### config.mk
export PLATFORM = sky130hd
export DESIGN_NAME = ovl_dispatch
export DESIGN_NICKNAME = d
export VERILOG_FILES = /design/src/rtl/ovl_pkg.sv /design/src/rtl/ovl_route_table.sv /design/src/rtl/ovl_classify.sv /design/src/rtl/ovl_fault_sel.sv /design/src/rtl/ovl_dispatch.sv
export SDC_FILE = /design/constraint.sdc
export NUM_CORES = 1
export LEC_CHECK = 0
export ABC_AREA = 0
export CORE_MARGIN = 2
export CORE_UTILIZATION = 25
export CTS_CLUSTER_DIAMETER = 120
export CTS_CLUSTER_SIZE = 25
export DETAILED_ROUTE_END_ITERATION = 8
export GPL_TIMING_DRIVEN = 0
export PLACE_DENSITY = 0.45
export REMOVE_ABC_BUFFERS = 1
export SLEW_MARGIN = 25
export SYNTH_ARGS = -nofsm -noshare
export SYNTH_HDL_FRONTEND = slang
export SYNTH_SLANG_ARGS = --single-unit
### constraint.sdc
create_clock -name clk -period 4 [get_ports clk]
set_input_delay 1 -clock clk [delete_from_list [all_inputs] [get_ports clk]]
set_output_delay 1 -clock clk [all_outputs]
set_load 0.01 [all_outputs]
### src/rtl/ovl_pkg.sv
package ovl_pkg;
  localparam int LUN_W  = 12;
  localparam int SUB_W  = 12;
  localparam int PRIV_W = 4;

  localparam logic [LUN_W-1:0] LUN_FAULT    = 12'd0;
  localparam logic [LUN_W-1:0] LUN_ZERO     = 12'd1;
  localparam logic [LUN_W-1:0] LUN_ONES     = 12'd2;
  localparam logic [LUN_W-1:0] LUN_RSV_LAST = 12'd31;

  localparam logic [PRIV_W-1:0] PRIV_MACH = 4'b1000;

  typedef enum logic [1:0] {CL_FAULT, CL_ZERO, CL_ONES, CL_ROUTE} cls_e;
  typedef enum logic [1:0] {ST_IDLE, ST_LOOK, ST_REQ, ST_WAIT} st_e;
endpackage

### src/rtl/ovl_route_table.sv
module ovl_route_table
  import ovl_pkg::*;
#(
  parameter int DEPTH = 8,
  parameter int DEVW  = 2,
  localparam int IDXW = (DEPTH > 1) ? $clog2(DEPTH) : 1
) (
  input  logic              clk,
  input  logic              rst,
  input  logic              wr_en,
  input  logic [IDXW-1:0]   wr_idx,
  input  logic              wr_valid,
  input  logic [LUN_W-1:0]  wr_lun,
  input  logic [PRIV_W-1:0] wr_pmask,
  input  logic [DEVW-1:0]   wr_dev,
  input  logic [SUB_W-1:0]  wr_sub,
  input  logic [LUN_W-1:0]  q_lun,
  input  logic [PRIV_W-1:0] q_priv,
  output logic              hit,
  output logic [DEVW-1:0]   hit_dev,
  output logic [SUB_W-1:0]  hit_sub
);
  logic [DEPTH-1:0]  ent_v;
  logic [LUN_W-1:0]  ent_lun [DEPTH];
  logic [PRIV_W-1:0] ent_pm  [DEPTH];
  logic [DEVW-1:0]   ent_dev [DEPTH];
  logic [SUB_W-1:0]  ent_sub [DEPTH];
  logic [DEPTH-1:0]  match;

  always_ff @(posedge clk) begin
    if (rst) ent_v <= '0;
    else if (wr_en) ent_v[wr_idx] <= wr_valid;
  end

  always_ff @(posedge clk) begin
    if (wr_en) begin
      ent_lun[wr_idx] <= wr_lun;
      ent_pm[wr_idx]  <= wr_pmask;
      ent_dev[wr_idx] <= wr_dev;
      ent_sub[wr_idx] <= wr_sub;
    end
  end

  for (genvar e = 0; e < DEPTH; e++) begin : g_cmp
    assign match[e] = ent_v[e] && (ent_lun[e] == q_lun) && (|(ent_pm[e] & q_priv));
  end

  always_comb begin
    hit     = 1'b0;
    hit_dev = '0;
    hit_sub = '0;
    for (int e = DEPTH - 1; e >= 0; e--) begin
      if (match[e]) begin
        hit     = 1'b1;
        hit_dev = ent_dev[e];
        hit_sub = ent_sub[e];
      end
    end
  end


  hit_has_match_chk: assert property (@(posedge clk) disable iff (rst)
    hit |-> (match != '0));
endmodule

### src/rtl/ovl_classify.sv
module ovl_classify
  import ovl_pkg::*;
(
  input  logic [LUN_W-1:0] lun,
  input  logic             hit,
  output cls_e             cls
);
  always_comb begin
    if (lun == LUN_ZERO)          cls = CL_ZERO;
    else if (lun == LUN_ONES)     cls = CL_ONES;
    else if (lun <= LUN_RSV_LAST) cls = CL_FAULT;
    else if (hit)                 cls = CL_ROUTE;
    else                          cls = CL_FAULT;
  end
endmodule

### src/rtl/ovl_fault_sel.sv
module ovl_fault_sel
  import ovl_pkg::*;
(
  input  logic [PRIV_W-1:0] priv,
  output logic              at_mach,
  output logic [PRIV_W-1:0] target
);
  assign at_mach = (priv == PRIV_MACH);
  assign target  = {priv[PRIV_W-2:0], 1'b0};
endmodule

### src/rtl/ovl_dispatch.sv
module ovl_dispatch
  import ovl_pkg::*;
#(
  parameter int XLEN  = 32,
  parameter int DEPTH = 8,
  parameter int NDEV  = 4,
  parameter int NCMD  = 8,
  localparam int KW     = $clog2(NCMD),
  localparam int DEVW   = (NDEV > 1) ? $clog2(NDEV) : 1,
  localparam int IDXW   = (DEPTH > 1) ? $clog2(DEPTH) : 1,
  localparam int CODE_W = SUB_W + KW
) (
  input  logic              clk,
  input  logic              rst,
  input  logic              tbl_we,
  input  logic [IDXW-1:0]   tbl_idx,
  input  logic              tbl_valid,
  input  logic [LUN_W-1:0]  tbl_lun,
  input  logic [PRIV_W-1:0] tbl_pmask,
  input  logic [DEVW-1:0]   tbl_dev,
  input  logic [SUB_W-1:0]  tbl_sub,
  input  logic              cmd_valid,
  output logic              cmd_ready,
  input  logic [KW-1:0]     cmd_k,
  input  logic [XLEN-1:0]   cmd_rs1,
  input  logic [XLEN-1:0]   cmd_rs2,
  input  logic [PRIV_W-1:0] cmd_priv,
  input  logic              cmd_dbg,
  output logic              dev_req_valid,
  input  logic              dev_req_ready,
  output logic [DEVW-1:0]   dev_req_sel,
  output logic [CODE_W-1:0] dev_req_code,
  output logic [XLEN-1:0]   dev_req_rs1,
  output logic [XLEN-1:0]   dev_req_rs2,
  input  logic              dev_rsp_valid,
  input  logic [XLEN-1:0]   dev_rsp_data,
  input  logic              dev_rsp_err,
  output logic              rd_valid,
  output logic [XLEN-1:0]   rd_data,
  output logic              trap_valid,
  output logic [PRIV_W-1:0] trap_target,
  output logic              dbg_exc,
  output logic              cmd_done
);
  st_e               state;
  logic [KW-1:0]     q_k;
  logic [XLEN-1:0]   q_rs1, q_rs2;
  logic [PRIV_W-1:0] q_priv;
  logic              q_dbg;

  logic              hit;
  logic [DEVW-1:0]   hit_dev;
  logic [SUB_W-1:0]  hit_sub;
  cls_e              cls;
  logic              at_mach;
  logic [PRIV_W-1:0] flt_target;

  logic              fin_en, fin_fault, start_req;
  logic [XLEN-1:0]   fin_data;

  ovl_route_table #(.DEPTH(DEPTH), .DEVW(DEVW)) u_tbl (
    .clk(clk), .rst(rst),
    .wr_en(tbl_we), .wr_idx(tbl_idx), .wr_valid(tbl_valid), .wr_lun(tbl_lun),
    .wr_pmask(tbl_pmask), .wr_dev(tbl_dev), .wr_sub(tbl_sub),
    .q_lun(q_rs1[LUN_W-1:0]), .q_priv(q_priv),
    .hit(hit), .hit_dev(hit_dev), .hit_sub(hit_sub)
  );

  ovl_classify u_cls (.lun(q_rs1[LUN_W-1:0]), .hit(hit), .cls(cls));

  ovl_fault_sel u_flt (.priv(q_priv), .at_mach(at_mach), .target(flt_target));

  assign cmd_ready = (state == ST_IDLE);

  always_comb begin
    fin_en    = 1'b0;
    fin_fault = 1'b0;
    fin_data  = '0;
    start_req = 1'b0;
    case (state)
      ST_LOOK: begin
        case (cls)
          CL_ZERO:  fin_en = 1'b1;
          CL_ONES:  begin fin_en = 1'b1; fin_data = '1; end
          CL_ROUTE: start_req = 1'b1;
          default:  begin fin_en = 1'b1; fin_fault = 1'b1; end
        endcase
      end
      ST_WAIT: begin
        if (dev_rsp_valid) begin
          fin_en    = 1'b1;
          fin_fault = dev_rsp_err;
          fin_data  = dev_rsp_data;
        end
      end
      default: ;
    endcase
  end

  always_ff @(posedge clk) begin
    if (rst) begin
      state         <= ST_IDLE;
      q_k           <= '0;
      q_rs1         <= '0;
      q_rs2         <= '0;
      q_priv        <= '0;
      q_dbg         <= 1'b0;
      dev_req_valid <= 1'b0;
      dev_req_sel   <= '0;
      dev_req_code  <= '0;
      dev_req_rs1   <= '0;
      dev_req_rs2   <= '0;
      rd_valid      <= 1'b0;
      rd_data       <= '0;
      trap_valid    <= 1'b0;
      trap_target   <= '0;
      dbg_exc       <= 1'b0;
      cmd_done      <= 1'b0;
    end else begin
      rd_valid   <= 1'b0;
      trap_valid <= 1'b0;
      dbg_exc    <= 1'b0;
      cmd_done   <= 1'b0;
      case (state)
        ST_IDLE: begin
          if (cmd_valid) begin
            q_k    <= cmd_k;
            q_rs1  <= cmd_rs1;
            q_rs2  <= cmd_rs2;
            q_priv <= cmd_priv;
            q_dbg  <= cmd_dbg;
            state  <= ST_LOOK;
          end
        end
        ST_LOOK: begin
          if (start_req) begin
            dev_req_valid <= 1'b1;
            dev_req_sel   <= hit_dev;
            dev_req_code  <= {q_k, hit_sub};
            dev_req_rs1   <= q_rs1;
            dev_req_rs2   <= q_rs2;
            state         <= ST_REQ;
          end
        end
        ST_REQ: begin
          if (dev_req_ready) begin
            dev_req_valid <= 1'b0;
            state         <= ST_WAIT;
          end
        end
        default: ;
      endcase
      if (fin_en) begin
        cmd_done <= 1'b1;
        state    <= ST_IDLE;
        if (!fin_fault) begin
          rd_valid <= 1'b1;
          rd_data  <= fin_data;
        end else if (at_mach) begin
          dbg_exc <= q_dbg;
        end else begin
          trap_valid  <= 1'b1;
          trap_target <= flt_target;
        end
      end
    end
  end


  busy_after_accept_chk: assert property (@(posedge clk) disable iff (rst)
    (cmd_valid && cmd_ready) |=> !cmd_ready);


  single_result_chk: assert property (@(posedge clk) disable iff (rst)
    $onehot0({rd_valid, trap_valid, dbg_exc}));


  result_with_done_chk: assert property (@(posedge clk) disable iff (rst)
    (rd_valid || trap_valid || dbg_exc) |-> cmd_done);


  req_hold_chk: assert property (@(posedge clk) disable iff (rst)
    (dev_req_valid && !dev_req_ready) |=>
      (dev_req_valid && $stable(dev_req_sel) && $stable(dev_req_code) && $stable(dev_req_rs1)));


  trap_up_chk: assert property (@(posedge clk) disable iff (rst)
    trap_valid |-> ($onehot(trap_target) && !trap_target[0]));


  no_done_while_req_chk: assert property (@(posedge clk) disable iff (rst)
    dev_req_valid |-> !cmd_done);
endmodule

; ---- Yosys cells after proc, flatten, opt, wreduce, memory -nomap -nowiden
; Memories as Yosys holds them, arrays and structs flattened.
; Cells that the tools add are included.
[classes]
magnitude_cmp = 3
muxes = 54
n_reduce_logical = 39
bitwise_logic = 11
eq_ne = 20
[ops]
columns = cell, count
row1 = equality test 12 bit, 8
row2 = 2-to-1 mux 12 bit, 8
row3 = 2-to-1 mux 32 bit, 2
row4 = one-hot mux 32 bit (2 select lines), 1
row5 = OR reduction 4 bit, 9
row6 = AND 4 bit, 8
row7 = 2-to-1 mux 2 bit, 15
row8 = 2-to-1 mux 1 bit, 22
row9 = logical AND 1 bit, 17
row10 = "equality test 12 x 1 -> 1 bit, second input constant", 1
row11 = "equality test 12 x 2 -> 1 bit, second input constant", 1
row12 = "less-or-equal comparator 12 x 5 -> 1 bit, second input constant", 1
row13 = bitwise mux 8 bit, 1
row14 = "equality test 2 bit, second input constant", 4
row15 = "inequality test 2 bit, second input constant", 3
row16 = one-hot mux 1 bit (2 select lines), 3
row17 = one-hot mux 2 bit (3 select lines), 1
row18 = AND reduction 2 bit, 3
row19 = AND reduction 3 bit, 2
row20 = OR reduction 3 bit, 2
row21 = "equality test 2 x 1 -> 1 bit, second input constant", 2
row22 = "equality test 4 bit, second input constant", 1
row23 = "< comparator 3 x 4 -> 1 bit, second input constant", 1
row24 = AND reduction 4 bit, 1
row25 = other kinds (7), 10
[totals]
ram_bits = 240
output_inout_bits = 123
reg_bits = 203
memories = 4
inputBits = 145
word_cells = 149
[memory_table]
columns = memory, depth, word_bits, read_ports, rd_ports_with_merged_regs, wr, line
row1 = u_tbl.ent_lun, 8, 12, 8, 0, 1, ovl_route_table.sv:24  ; logic [LUN_W-1:0] ent_lun [DEPTH];
row2 = u_tbl.ent_sub, 8, 12, 8, 0, 1, ovl_route_table.sv:27  ; logic [SUB_W-1:0] ent_sub [DEPTH];
row3 = u_tbl.ent_pm, 8, 4, 8, 0, 1, ovl_route_table.sv:25  ; logic [PRIV_W-1:0] ent_pm [DEPTH];
row4 = u_tbl.ent_dev, 8, 2, 8, 0, 1, ovl_route_table.sv:26  ; logic [DEVW-1:0] ent_dev [DEPTH];

; ---- Longest topological paths before layout
; Gate-level depths: netlist (run 1).
; An unclocked memory read counts as a cell.
[depth]
depth_word = 22
ltp_mapped = 11
depth_no_buf = 8

; ---- Hierarchy
; From an unflattened synthesis (run 1), not the netlist that was laid out.
[hier_totals]
cells_unflattened = 1533
hier_area_um2 = 17160.2
[modules_own_cells]
columns = module, area_per_inst_um2, cells_per_inst, n_inst, seq_area_each_um2
row1 = ovl_route_table, 10098.4, 650, 1, 7367.1
row2 = ovl_dispatch, 6945.4, 868, 1, 3923.8
row3 = ovl_classify, 67.6, 9, 1, 0.0
row4 = ovl_fault_sel, 48.8, 6, 1, 0.0

; ---- Worst setup path after synthesis (run 1)
; OpenSTA, ideal clock, no wires.
[synth_timing]
path_type = input -> register
start = input port tbl_idx[0]
end = register u_tbl.ent_v[0]
t_required_ns = 3.872
n_path_buf = 0
setup_ns = 0.128
cell_stages = 4
arrival_ns = 3.762
setup_slack_ns = 0.111
path_cell_list = nand2b_1 -> nor3_1 -> mux2i_1 -> nor2_1
[synth_via]
elab_chain_len = 5
word_cells_on_any_way = 6
classes_between = 2 x order compare / 3 x mux / 1 x reduce/logical
[synth_rtl]
columns = item, line
row1 = from (decl), ovl_dispatch.sv:16  ; input logic [IDXW-1:0] tbl_idx,
row2 = < comparator 3 x 4 -> 1 bit (not written as such) or >= comparator 3 x 1 -> 1 bit (tied branches), ovl_route_table.sv:32  ; else if (wr_en) ent_v[wr_idx] <= wr_valid;
row3 = logical AND 1 bit (not written as such), ovl_route_table.sv:32
row4 = 2-to-1 mux 1 bit (not written as such), ovl_route_table.sv:32
row5 = demux 1 bit (select 3 bit) (*), --
row6 = bitwise mux 8 bit (*), ovl_route_table.sv:32
row7 = "to (signal, indexed assignment)", ovl_route_table.sv:32
row8 = to (decl), ovl_route_table.sv:23  ; logic [DEPTH-1:0] ent_v;
; Every way passes the cells marked *; elsewhere a longest branch is shown, timed or not.
; A chain may end at the register's enable or synchronous reset.

; ---- Worst setup path after layout (run 1)
[layout_timing]
start = register q_priv[1]
end = register dev_req_rs1[7]
[layout_via]
elab_chain_len = 19
word_cells_on_any_way = 40
classes_between = 1 x eq/ne / 14 x mux / 8 x bitwise / 17 x reduce/logical
[layout_rtl]
columns = item, line
row1 = from (decl), ovl_dispatch.sv:48  ; logic [PRIV_W-1:0] q_priv;
row2 = from (signal assigned), ovl_dispatch.sv:130  ; q_priv <= cmd_priv;
row3 = AND 4 bit, ovl_route_table.sv:45  ; assign match[e] = ent_v[e] && (ent_lun[e] == q_lun) && (|(ent_pm[e] & q_priv));
row4 = OR reduction 4 bit, ovl_route_table.sv:45
row5 = logical AND 1 bit, ovl_route_table.sv:45
row6 = 2-to-1 mux 1 bit (7 in series), ovl_route_table.sv:53  ; if (match[e]) begin
row7 = 2-to-1 mux 1 bit (*), ovl_route_table.sv:53
row8 = 2-to-1 mux 2 bit (*), ovl_classify.sv:12  ; else if (hit) cls = CL_ROUTE;
row9 = 2-to-1 mux 2 bit (*), ovl_classify.sv:11  ; else if (lun <= LUN_RSV_LAST) cls = CL_FAULT;
row10 = 2-to-1 mux 2 bit (*), ovl_classify.sv:10  ; else if (lun == LUN_ONES) cls = CL_ONES;
row11 = 2-to-1 mux 2 bit (*), ovl_classify.sv:9  ; if (lun == LUN_ZERO) cls = CL_ZERO;
row12 = equality test 2 bit (*), ovl_dispatch.sv:82  ; case (cls)
row13 = 2-to-1 mux 1 bit (*), ovl_dispatch.sv:82
row14 = 2-to-1 mux 1 bit (*), ovl_dispatch.sv:80  ; case (state)
row15 = AND reduction 2 bit (no source line) (*), --
row16 = to (signal assigned), ovl_dispatch.sv:140  ; dev_req_rs1 <= q_rs1;
row17 = to (decl), ovl_dispatch.sv:33  ; output logic [XLEN-1:0] dev_req_rs1,
; Marked as above.

==> results of run 1 <==
worst min-delay path: cells and delay by family (launching register included):
family / cells / cell delay (ns)
AND/OR/NAND/NOR: 2 / 0.08
flip-flops: 1 / 0.33
synth_stat cells, drive strengths merged, types with 2 or more instances:
cell type    n  area [sq um]
nand2      298          1120
edfxtp     240          7210
a21oi      205          1060
dfxtp      203          4060
xnor2       72           653
clkbuf      59           225
o31ai       47           372
buf         41           330
o21ai       41           205
inv         29           109
nand4       27           169
o221ai      25           288
xor2        25           219
nor2        20          75.1
nor4        18           146
nand3       16          80.1
a221oi      14           123
a22o        12           105
a2bb2oi     12           105
o211ai      10          75.1
nor3         8          40.0
ha           6          75.1
nand2b       6          37.5
or4          6          48.8
a22oi        5          37.5
and2         5          33.8
a211oi       4          30.0
a31oi        3          40.0
mux2i        3          30.0
nand3b       3          22.5
nor3b        3          22.5
o22ai        3          18.8
a2111oi      2          36.3
and3         2          17.5
and4         2          17.5
nor2b        2          12.5
nor4b        2          17.5
o21a         2          15.0
power by group:
| part | internal (W) | total [W] | switching [W] | leakage, nW |
|---|---|---|---|---|
| clock network | 0.00112 | 0.00263 | 0.00152 | 0.318 |
| registers | 0.00507 | 0.00539 | 0.000318 | 3.83 |
| logic | 0.000636 | 0.00151 | 0.000875 | 2.87 |
| total | 0.00682 | 0.00953 | 0.00271 | 7.02 |
metrics by stage:
stage / total power, W / setup WS, ns / utilization, % / instance area [sq um] / instances
after floorplan: 0.00617 / 0.0562 / - / 16800 / 1390
after global placement: 0.00695 / -6.62 / 30.0 / 20600 / 2587
after detailed placement: 0.00702 / -0.0955 / 31.0 / 21300 / 2623
after CTS: 0.00967 / 0.0296 / 32.0 / 22000 / 2661
after global routing: 0.00999 / 0.0595 / 32.1 / 22000 / 2662
final: 0.00953 / 0.295 / 32.1 / 22000 / 2662
cells by family after synthesis:
family | count (synthesis)
muxes | 3
buffers and inverters | 129
other | 1
DFF | 443
AOI/OAI and AO/OA | 391
xor gates and xnor gates | 97
adders and majority gates | 6
and+or+nand+nor | 420
sequential cells by signal, indices dropped and copies added, names as in the netlist:
| register | cells |
|---|---|
| u_tbl.ent_v | 8 |
| rd_valid | 1 |
| dev_req_valid | 1 |
| trap_valid | 1 |
| u_tbl.ent_sub | 96 |
| dev_req_sel | 2 |
| dev_req_code | 15 |
| u_tbl.ent_lun | 96 |
| q_dbg | 1 |
| u_tbl.ent_pm | 32 |
| trap_target | 3 |
| q_k | 3 |
| rd_data | 32 |
| q_rs2 | 32 |
| cmd_done | 1 |
| dev_req_rs2 | 32 |
| dev_req_rs1 | 32 |
| q_rs1 | 32 |
| q_priv | 4 |
| u_tbl.ent_dev | 16 |
| dbg_exc | 1 |
| state | 2 |
worst max path at each step:
stage | from | endpoint | slack [ns] | depth (start not counted)
final | q_priv[1]$_SDFFE_PP0P_ | dev_req_rs1[7]$_SDFFE_PP0P_ | 0.29 | 11
after global placement | rst | trap_target[3]$_SDFFE_PP0P_ | -6.62 | 5
after floorplan | q_rs1[1]$_SDFFE_PP0P_ | dev_req_code[12]$_SDFFE_PP0P_ | 0.06 | 7
after detailed placement | q_rs1[1]$_SDFFE_PP0P_ | dev_req_rs1[8]$_SDFFE_PP0P_ | -0.1 | 11
after CTS | q_rs1[10]$_SDFFE_PP0P_ | dev_req_rs1[7]$_SDFFE_PP0P_ | 0.03 | 11
after global routing | q_priv[1]$_SDFFE_PP0P_ | dev_req_rs1[7]$_SDFFE_PP0P_ | 0.06 | 11
per-layer routing:
layer / routed length [um] / GRT usage (%) / part of all wire [%] / up-vias
li1: - / - / - / 5829
met1: 25200 / 20.7 / 46 / 6143
met2: 25900 / 24.6 / 47 / 302
met3: 2780 / 2.21 / 5.1 / 56
met4: 1000 / 3.26 / 1.8 / 2
met5: 12 / 0 / 0.022 / -
timing repair:
| item | CTS | global route |
|---|---|---|
| resized for setup | 4 | 9 |
| setup endpoints to repair | 27 | 27 |
| gates cloned | 0 | 0 |
final cells by class:
type | count | area, sq um | area share (%)
multi-input combinational | 918 | 5550 | 25.2
sequential | 443 | 11300 | 51.2
inverter | 29 | 111 | 0.505
timing repair buffer | 302 | 3240 | 14.7
antenna | 1 | 2.50 | 0.0114
clock buffer | 35 | 631 | 2.86
clock inverter | 3 | 40.0 | 0.182
tap | 931 | 1160 | 5.29
==> results.tsv, run 1 <==
metric	value	unit
status	completed	
synth_compound_area_share	14.8	%
tightest_slew	1.01	ns
r2r_slack	0.29	ns
viasPerCell	4.63	
synth_area_per_cell	11.7	sq um
synth_edf_count	240	
fin_skew	0.0380	ns
port-buffer-count	266	
hold_start	q_dbg$_SDFFE_PP0P_	
slew_headroom	32.0	%
critPathKind	reg2reg	
grt_usage	14.9	%
p_leak	7.02	nW
synth_area	17400	sq um
clock-sinks	443	
fp.coreArea	68700	sq um
timing.max_cap.violations	0	
setup_viol	0	
synth_flop_cell	edfxtp_1	
die-area	71600	sq um
critPathRequiredTime	4.48	ns
worstPathCellList	a22o_1 > o211ai_1 > or4_1 > nand3_1 > o31ai_4 > buf_6 > buf_8 > buf_6 > buf_6 > nand2_1 > a21oi_1	
remaining_drc_errors	0	
end_kind	register	
synth_adder_area_share	0.432	%
cts_setup_buffers	0	
fp.dieH	268	um
netlist-cell-type-count	65	
crit_arrival	4.19	ns
whs_endpoint	dbg_exc$_SDFF_PP0_	
synth_xor_xnor_area_share	5.02	%
min_period_over_period	92.6	%
drive_above_1_share	7.63	%
fillers	7026	
async_flop_share	0	%
clockBufferDepth	3	
die_width	268	um
timing.hold.ws	0.448	ns
cts.clk_slew.worst_paths	0.11	ns
ff2ff_path_depth	11	
synth_top_family_by_area	compound AO/OA/AOI/OAI gates	
std_cell_rows	96	
netlist_instances	1490	
cp_slowest_cell	or4_1	
ctsHoldBuffers	0	
final_common_cell	nand2_1	
cts-root-buf	clkbuf_16	
synthMuxAreaShare	0.173	%
antenna_left	0	
synth-simple-area-share	10.8	%
hold_depth	2	
ys_ff_latch	443	
regToRegEndpoint	dev_req_rs1[7]$_SDFFE_PP0P_	
slew_violations	0	
hpwl	37000	um
hold_viol_final	0	
insertion_delay	0.58	ns
yosysSeqAreaShare	64.9	%
wire_per_inst	20.6	um
path_buf_inv	4	
crit_fanout	15	
clock.fmax	0.270	GHz
final_nets	1867	
ir_drop	0.000318	V
power_density	433	nW/um^2
num_vias	12332	
place_congestion	0.774	
grt_pass1_vias	12052	
min_period	3.71	ns
syn2layout_area_growth	26.9	%
pin_count	268	
crit_family	compound AO/OA/AOI/OAI gates	
path_common_cell	buf_6	
overflow	0	
antenna_found_initial	2	
drt-initial-drc-count	985	
drt-total-wl	54900	um
firstDrtPassIters	5	
grt_pass1_wl	80200	um
yosys_warnings	0	
cts_tree	done	
regToRegStartpoint	q_priv[1]$_SDFFE_PP0P_	
cp_slowest_stage_delay	0.69	ns
grt_max_degree	109	
rsz0062_at_grt	false	
tns	0	ns
start_util	25.3	%
hp-class	reg2reg	
final_cell_mix	nand2_1, clkdlybuf4s50_1, edfxtp_1	
startpoint_type	register	
htreeDepth	1	
numCtsBuffers	22	
Note: power is estimated with default switching activity, not from simulation.
==> run 2: changes to the inputs <==
--- a/config.mk
+++ b/config.mk
@@ -11,10 +11,8 @@
 export CTS_CLUSTER_DIAMETER = 120
 export CTS_CLUSTER_SIZE = 25
 export DETAILED_ROUTE_END_ITERATION = 8
-export GPL_TIMING_DRIVEN = 0
 export PLACE_DENSITY = 0.45
 export REMOVE_ABC_BUFFERS = 1
-export SLEW_MARGIN = 25
 export SYNTH_ARGS = -nofsm -noshare
 export SYNTH_HDL_FRONTEND = slang
 export SYNTH_SLANG_ARGS = --single-unit
==> results.tsv, run 2 (synthesized netlist as in run 1, its figures left out) <==
metric	value	unit	change
setup_viol	0		unchanged
timing.hold.ws	0.433	ns	-0.0149 ns
reg_top3	u_tbl.ent_lun (96), u_tbl.ent_sub (96)		
multi_input_area	5490	sq um	-1.1%
tns	0	ns	unchanged
cts-root-buf	clkbuf_16		
hpwl	38300	um	+3.4%
fin_util	31.6	%	-0.43 points
hold_viol_final	0		unchanged
tightest_slew	0.934	ns	-0.0778 ns
min_period	3.36	ns	-0.347 ns
drive_above_1_share	6.85	%	-0.78 points
drt-total-wl	55900	um	+1.9%
crit_arrival	3.84	ns	-0.35 ns
critPathRequiredTime	4.48	ns	about the same
viasPerCell	4.59		-0.97%
antenna_left	0		unchanged
final_common_cell	nand2_1		
clock-sinks	443		unchanged
fin_skew	0.0219	ns	-0.0161 ns
fp.dieH	268	um	unchanged
dp_worst_setup_slack	0.618	ns	+0.713 ns
startpoint_type	register		
firstDrtPassIters	4		-1
clock.fmax	0.298	GHz	+10%
drt-initial-drc-count	846		-14%
ctsHoldBuffers	0		unchanged
place_congestion	0.804		+3.9%
met1_usage	20.7	%	+0.052 points
power_density	432	nW/um^2	about the same
fp.coreArea	68700	sq um	unchanged
pin_count	268		unchanged
post_cts_resized	0		-4
slew_violations	0		unchanged
syn2layout_area_growth	25.2	%	
overflow	0		unchanged
status	completed		
end_kind	register		
antenna_found_initial	6		+4
insertion_delay	0.56	ns	-0.02 ns
fillers	6999		-0.38%
cts.clk_slew.worst_paths	0.10	ns	about the same
final_nets	1876		+0.48%
num_vias	12258		-0.60%
port-buffer-count	266		unchanged
grtUsageMet2	25.7	%	+1.2 points
die_width	268	um	unchanged
die-area	71600	sq um	unchanged
grt_max_degree	82		-25%
std_cell_rows	96		unchanged
clockBufferDepth	3		unchanged
hp-class	reg2reg		
grt_usage	15.2	%	+0.29 points
cts_tree	done		
critPathKind	reg2reg		
crit_fanout	16		+1
timing.max_cap.violations	0		unchanged
busiest_layer	met2		
cts_setup_buffers	0		unchanged
grt_pass1_vias	12307		+2.1%
grt_pass1_wl	81800	um	+1.9%
ir_drop	0.000232	V	-27%
gr-usage-met3	2.22	%	+0.0092 points
seqCellArea	11300	sq um	-0.12%
min_period_over_period	84.0	%	-8.7 points
numCtsBuffers	21		-4.5%
start_util	25.3	%	unchanged
htreeDepth	1		unchanged
worst_slack	0.642	ns	+0.347 ns
slew_headroom	37.7	%	+5.8 points
rsz0062_at_grt	false		
wire_per_inst	20.9	um	+1.5%
final_cell_mix	nand2_1, clkdlybuf4s50_1, edfxtp_1		
remaining_drc_errors	0		unchanged
p_leak	6.94	nW	-1.1%
## run 2: cell count changes in the layout (fill, tap and decap cells not counted), sizes merged
cell,previous run,this run
clkbuf,35,34
clkinv,1,2
diode,1,4
clkdlybuf4s50,264,265
buf,38,47
clkinvlp,1,0
inv,30,28
## run 2: cell type report
class | count | share of cell area, %
Timing Repair Buffer | 312 | 14.2
Antenna cell | 4 | 0.0461
Inverter | 29 | 0.501
Multi-Input combinational cell | 918 | 25.2
Tap cell | 931 | 5.36
Clock buffer | 34 | 2.74
Clock inverter | 1 | 0.0230
Sequential cell | 443 | 51.9
## run 2: stage by stage
| stage | area, sq um | instances | total power, W |
|---|---|---|---|
| floorplan | 16800 | 1390 | 0.00617 |
| global placement | 21100 | 2633 | 0.00703 |
| detailed placement | 21100 | 2633 | 0.00704 |
| CTS | 21700 | 2668 | 0.00952 |
| global route | 21700 | 2671 | 0.00984 |
| finish | 21700 | 2672 | 0.00940 |
## run 2: final timing paths
kind	startpoint	end	slack, ns	cells after the start
setup / recovery	q_rs1[11]$_SDFFE_PP0P_	dev_req_code[7]$_SDFFE_PP0P_	0.64	7
hold / removal	q_dbg$_SDFFE_PP0P_	dbg_exc$_SDFF_PP0_	0.43	2
setup reg to reg	q_rs1[11]$_SDFFE_PP0P_	dev_req_code[7]$_SDFFE_PP0P_	0.64	7
hold reg to reg	q_dbg$_SDFFE_PP0P_	dbg_exc$_SDFF_PP0_	0.43	2
## run 2: layer usage
metal  vias to the layer above  wire [um]
met5                         -         33
met4                         6        748
met3                        41       2410
met2                       250      27100
met1                      6129      25600
li1                       5832          -
## run 2: power by group
group,internal (W),switching [W],total [W],leakage [nW]
registers,0.00507,0.000239,0.00531,3.83
clock network,0.00104,0.00145,0.00248,0.289
logic,0.000647,0.000963,0.00161,2.83
total,0.00675,0.00265,0.00940,6.94
## run 2: worst max-delay path: stages (launching register included)
cell and delay (ns):
dfxtp_1 0.82, xnor2_1 0.24, nand4_1 0.12, or4_1 0.84
nand2b_1 0.66, o221ai_1 0.24, a2bb2oi_1 0.17, a21oi_1 0.19
==> run 3: changes to the inputs <==
--- a/config.mk
+++ b/config.mk
@@ -11,7 +11,7 @@
 export CTS_CLUSTER_DIAMETER = 120
 export CTS_CLUSTER_SIZE = 25
 export DETAILED_ROUTE_END_ITERATION = 8
-export PLACE_DENSITY = 0.45
+export PLACE_DENSITY = 0.43
 export REMOVE_ABC_BUFFERS = 1
 export SYNTH_ARGS = -nofsm -noshare
 export SYNTH_HDL_FRONTEND = slang
==> constraint.sdc (replaced) <==
create_clock -name clk -period 3.2 [get_ports clk]
set_input_delay 0.8 -clock clk [delete_from_list [all_inputs] [get_ports clk]]
set_output_delay 0.8 -clock clk [all_outputs]
set_load 0.01 [all_outputs]
==> results.tsv, run 3 (synthesized netlist as in run 1, its figures left out) <==
metric	value	unit	change
status	completed		
seqCellArea	11300	sq um	about the same
setup_viol	0		unchanged
overflow	0		unchanged
die-area	71600	sq um	unchanged
firstDrtPassIters	5		+1
final_common_cell	nand2_1		
ctsHoldBuffers	0		unchanged
htreeDepth	1		unchanged
clockBufferDepth	3		unchanged
hpwl	38300	um	about the same
dp.cells	2668		+1.3%
grt_pass1_vias	12261		-0.37%
postLayoutCellArea	22200	sq um	+1.9%
reg_top3	u_tbl.ent_lun (96), u_tbl.ent_sub (96)		
viasPerCell	4.58		-0.26%
cts-root-buf	clkbuf_16		
critPathRequiredTime	3.67	ns	-0.81 ns
rsz0062_at_grt	false		
multi_input_area	5510	sq um	+0.36%
port-buffer-count	266		unchanged
timing.max_cap.violations	0		unchanged
wire_per_inst	20.8	um	-0.76%
antenna_left	0		unchanged
numCtsBuffers	21		unchanged
start_util	25.3	%	unchanged
fin_skew	0.0163	ns	-0.00557 ns
layout.cells.non_filler	2704		+1.2%
fp.coreArea	68700	sq um	unchanged
num_vias	12372		+0.93%
final_cell_mix	nand2_1, clkdlybuf4s50_1, edfxtp_1		
end_kind	register		
hold_viol_final	0		unchanged
placed_cell_area	21600	sq um	+2.0%
fin_util	32.2	%	+0.61 points
final_nets	1911		+1.9%
crit_fanout	9		-7
insertion_delay	0.56	ns	about the same
crit_arrival	3.43	ns	-0.41 ns
grt_pass1_wl	82000	um	+0.26%
fp.dieH	268	um	unchanged
std_cell_rows	96		unchanged
antenna_found_initial	5		-1
die_width	268	um	unchanged
place_congestion	0.804		about the same
clock.fmax	0.339	GHz	+14%
slew_violations	0		unchanged
p_leak	7.15	nW	+3.0%
drive_above_1_share	8.80	%	+2.0 points
clock-sinks	443		unchanged
remaining_drc_errors	0		unchanged
ir_drop	0.000360	V	+55%
cts_tree	done		
startpoint_type	register		
hp-class	reg2reg		
min_period_over_period	92.3	%	+8.3 points
critPathKind	reg2reg		
grt_usage	15.2	%	+0.025 points
slew_headroom	39.0	%	+1.3 points
grt_max_degree	107		+30%
drt-initial-drc-count	990		+17%
cts_setup_buffers	0		unchanged
syn2layout_area_growth	27.6	%	
cts.clk_slew.worst_paths	0.11	ns	about the same
pin_count	268		unchanged
power_density	536	nW/um^2	+24%
total_power	0.0119	W	+26%
drt-total-wl	56200	um	+0.43%
tightest_slew	0.914	ns	-0.0204 ns
min_period	2.95	ns	-0.405 ns
tns	0	ns	unchanged
fillers	6989		-0.14%
==> run 3: area by class of cell <==
class / instances / share of cell area (%)
clock buffer: 34 / 2.64
timing repair buffer: 347 / 15.8
inverter: 29 / 0.491
multi-input combinational: 918 / 24.9
antenna: 1 / 0.0113
clock inverter: 1 / 0.0339
sequential: 443 / 50.9
tap: 931 / 5.26
==> run 3: power by group <==
group,switching [W],internal [W],total [W]
clock,0.00184,0.00127,0.00311
sequential,0.000279,0.00633,0.00661
combinational,0.00125,0.000903,0.00215
total,0.00336,0.00851,0.0119
==> run 3: routing by layer <==
metal / share of wire [%] / track usage [%]
met5: 0.096 / 0
met4: 2.3 / 3.77
met3: 4.6 / 2.23
met2: 47 / 24.8
met1: 46 / 21.2
==> run 3: path summary, 6_finish.rpt <==
path / endpoint / start / slack [ns] / cells past startpoint
worst max-delay path: rd_valid$_SDFF_PP0_ / q_rs1[3]$_SDFFE_PP0P_ / 0.25 / 9
worst min-delay path: dev_req_rs1[16]$_SDFFE_PP0P_ / dev_req_rs1[16]$_SDFFE_PP0P_ / 0.45 / 2
worst max register to register: rd_valid$_SDFF_PP0_ / q_rs1[3]$_SDFFE_PP0P_ / 0.25 / 9
worst min register to register: dev_req_rs1[16]$_SDFFE_PP0P_ / dev_req_rs1[16]$_SDFFE_PP0P_ / 0.45 / 2
==> run 3: through the flow <==
stage / setup slack [ns] / hold slack (ns)
after floorplan: -0.744 / 0.410
after global placement: 0.206 / 0.438
after detailed placement: 0.247 / 0.442
after CTS: 0.214 / 0.458
after global routing: 0.0518 / 0.477
final: 0.247 / 0.455
==> run 3: timing repair <==
action / 4_1_cts / 5_1_grt
endpoints found under the hold margin: 0 / 0
setup endpoints to repair: 0 / 5
gates resized for setup: 0 / 1
==> run 3: worst max-delay path: stages, from the launching register on <==
cell and delay [ns]:
dfxtp_1 0.72, buf_4 0.26, xnor2_1 0.17, nand4_1 0.13
nor4_1 0.43, buf_4 0.21, nor2_1 0.11, and3_4 0.23
o21a_1 0.25, a2111oi_4 0.35
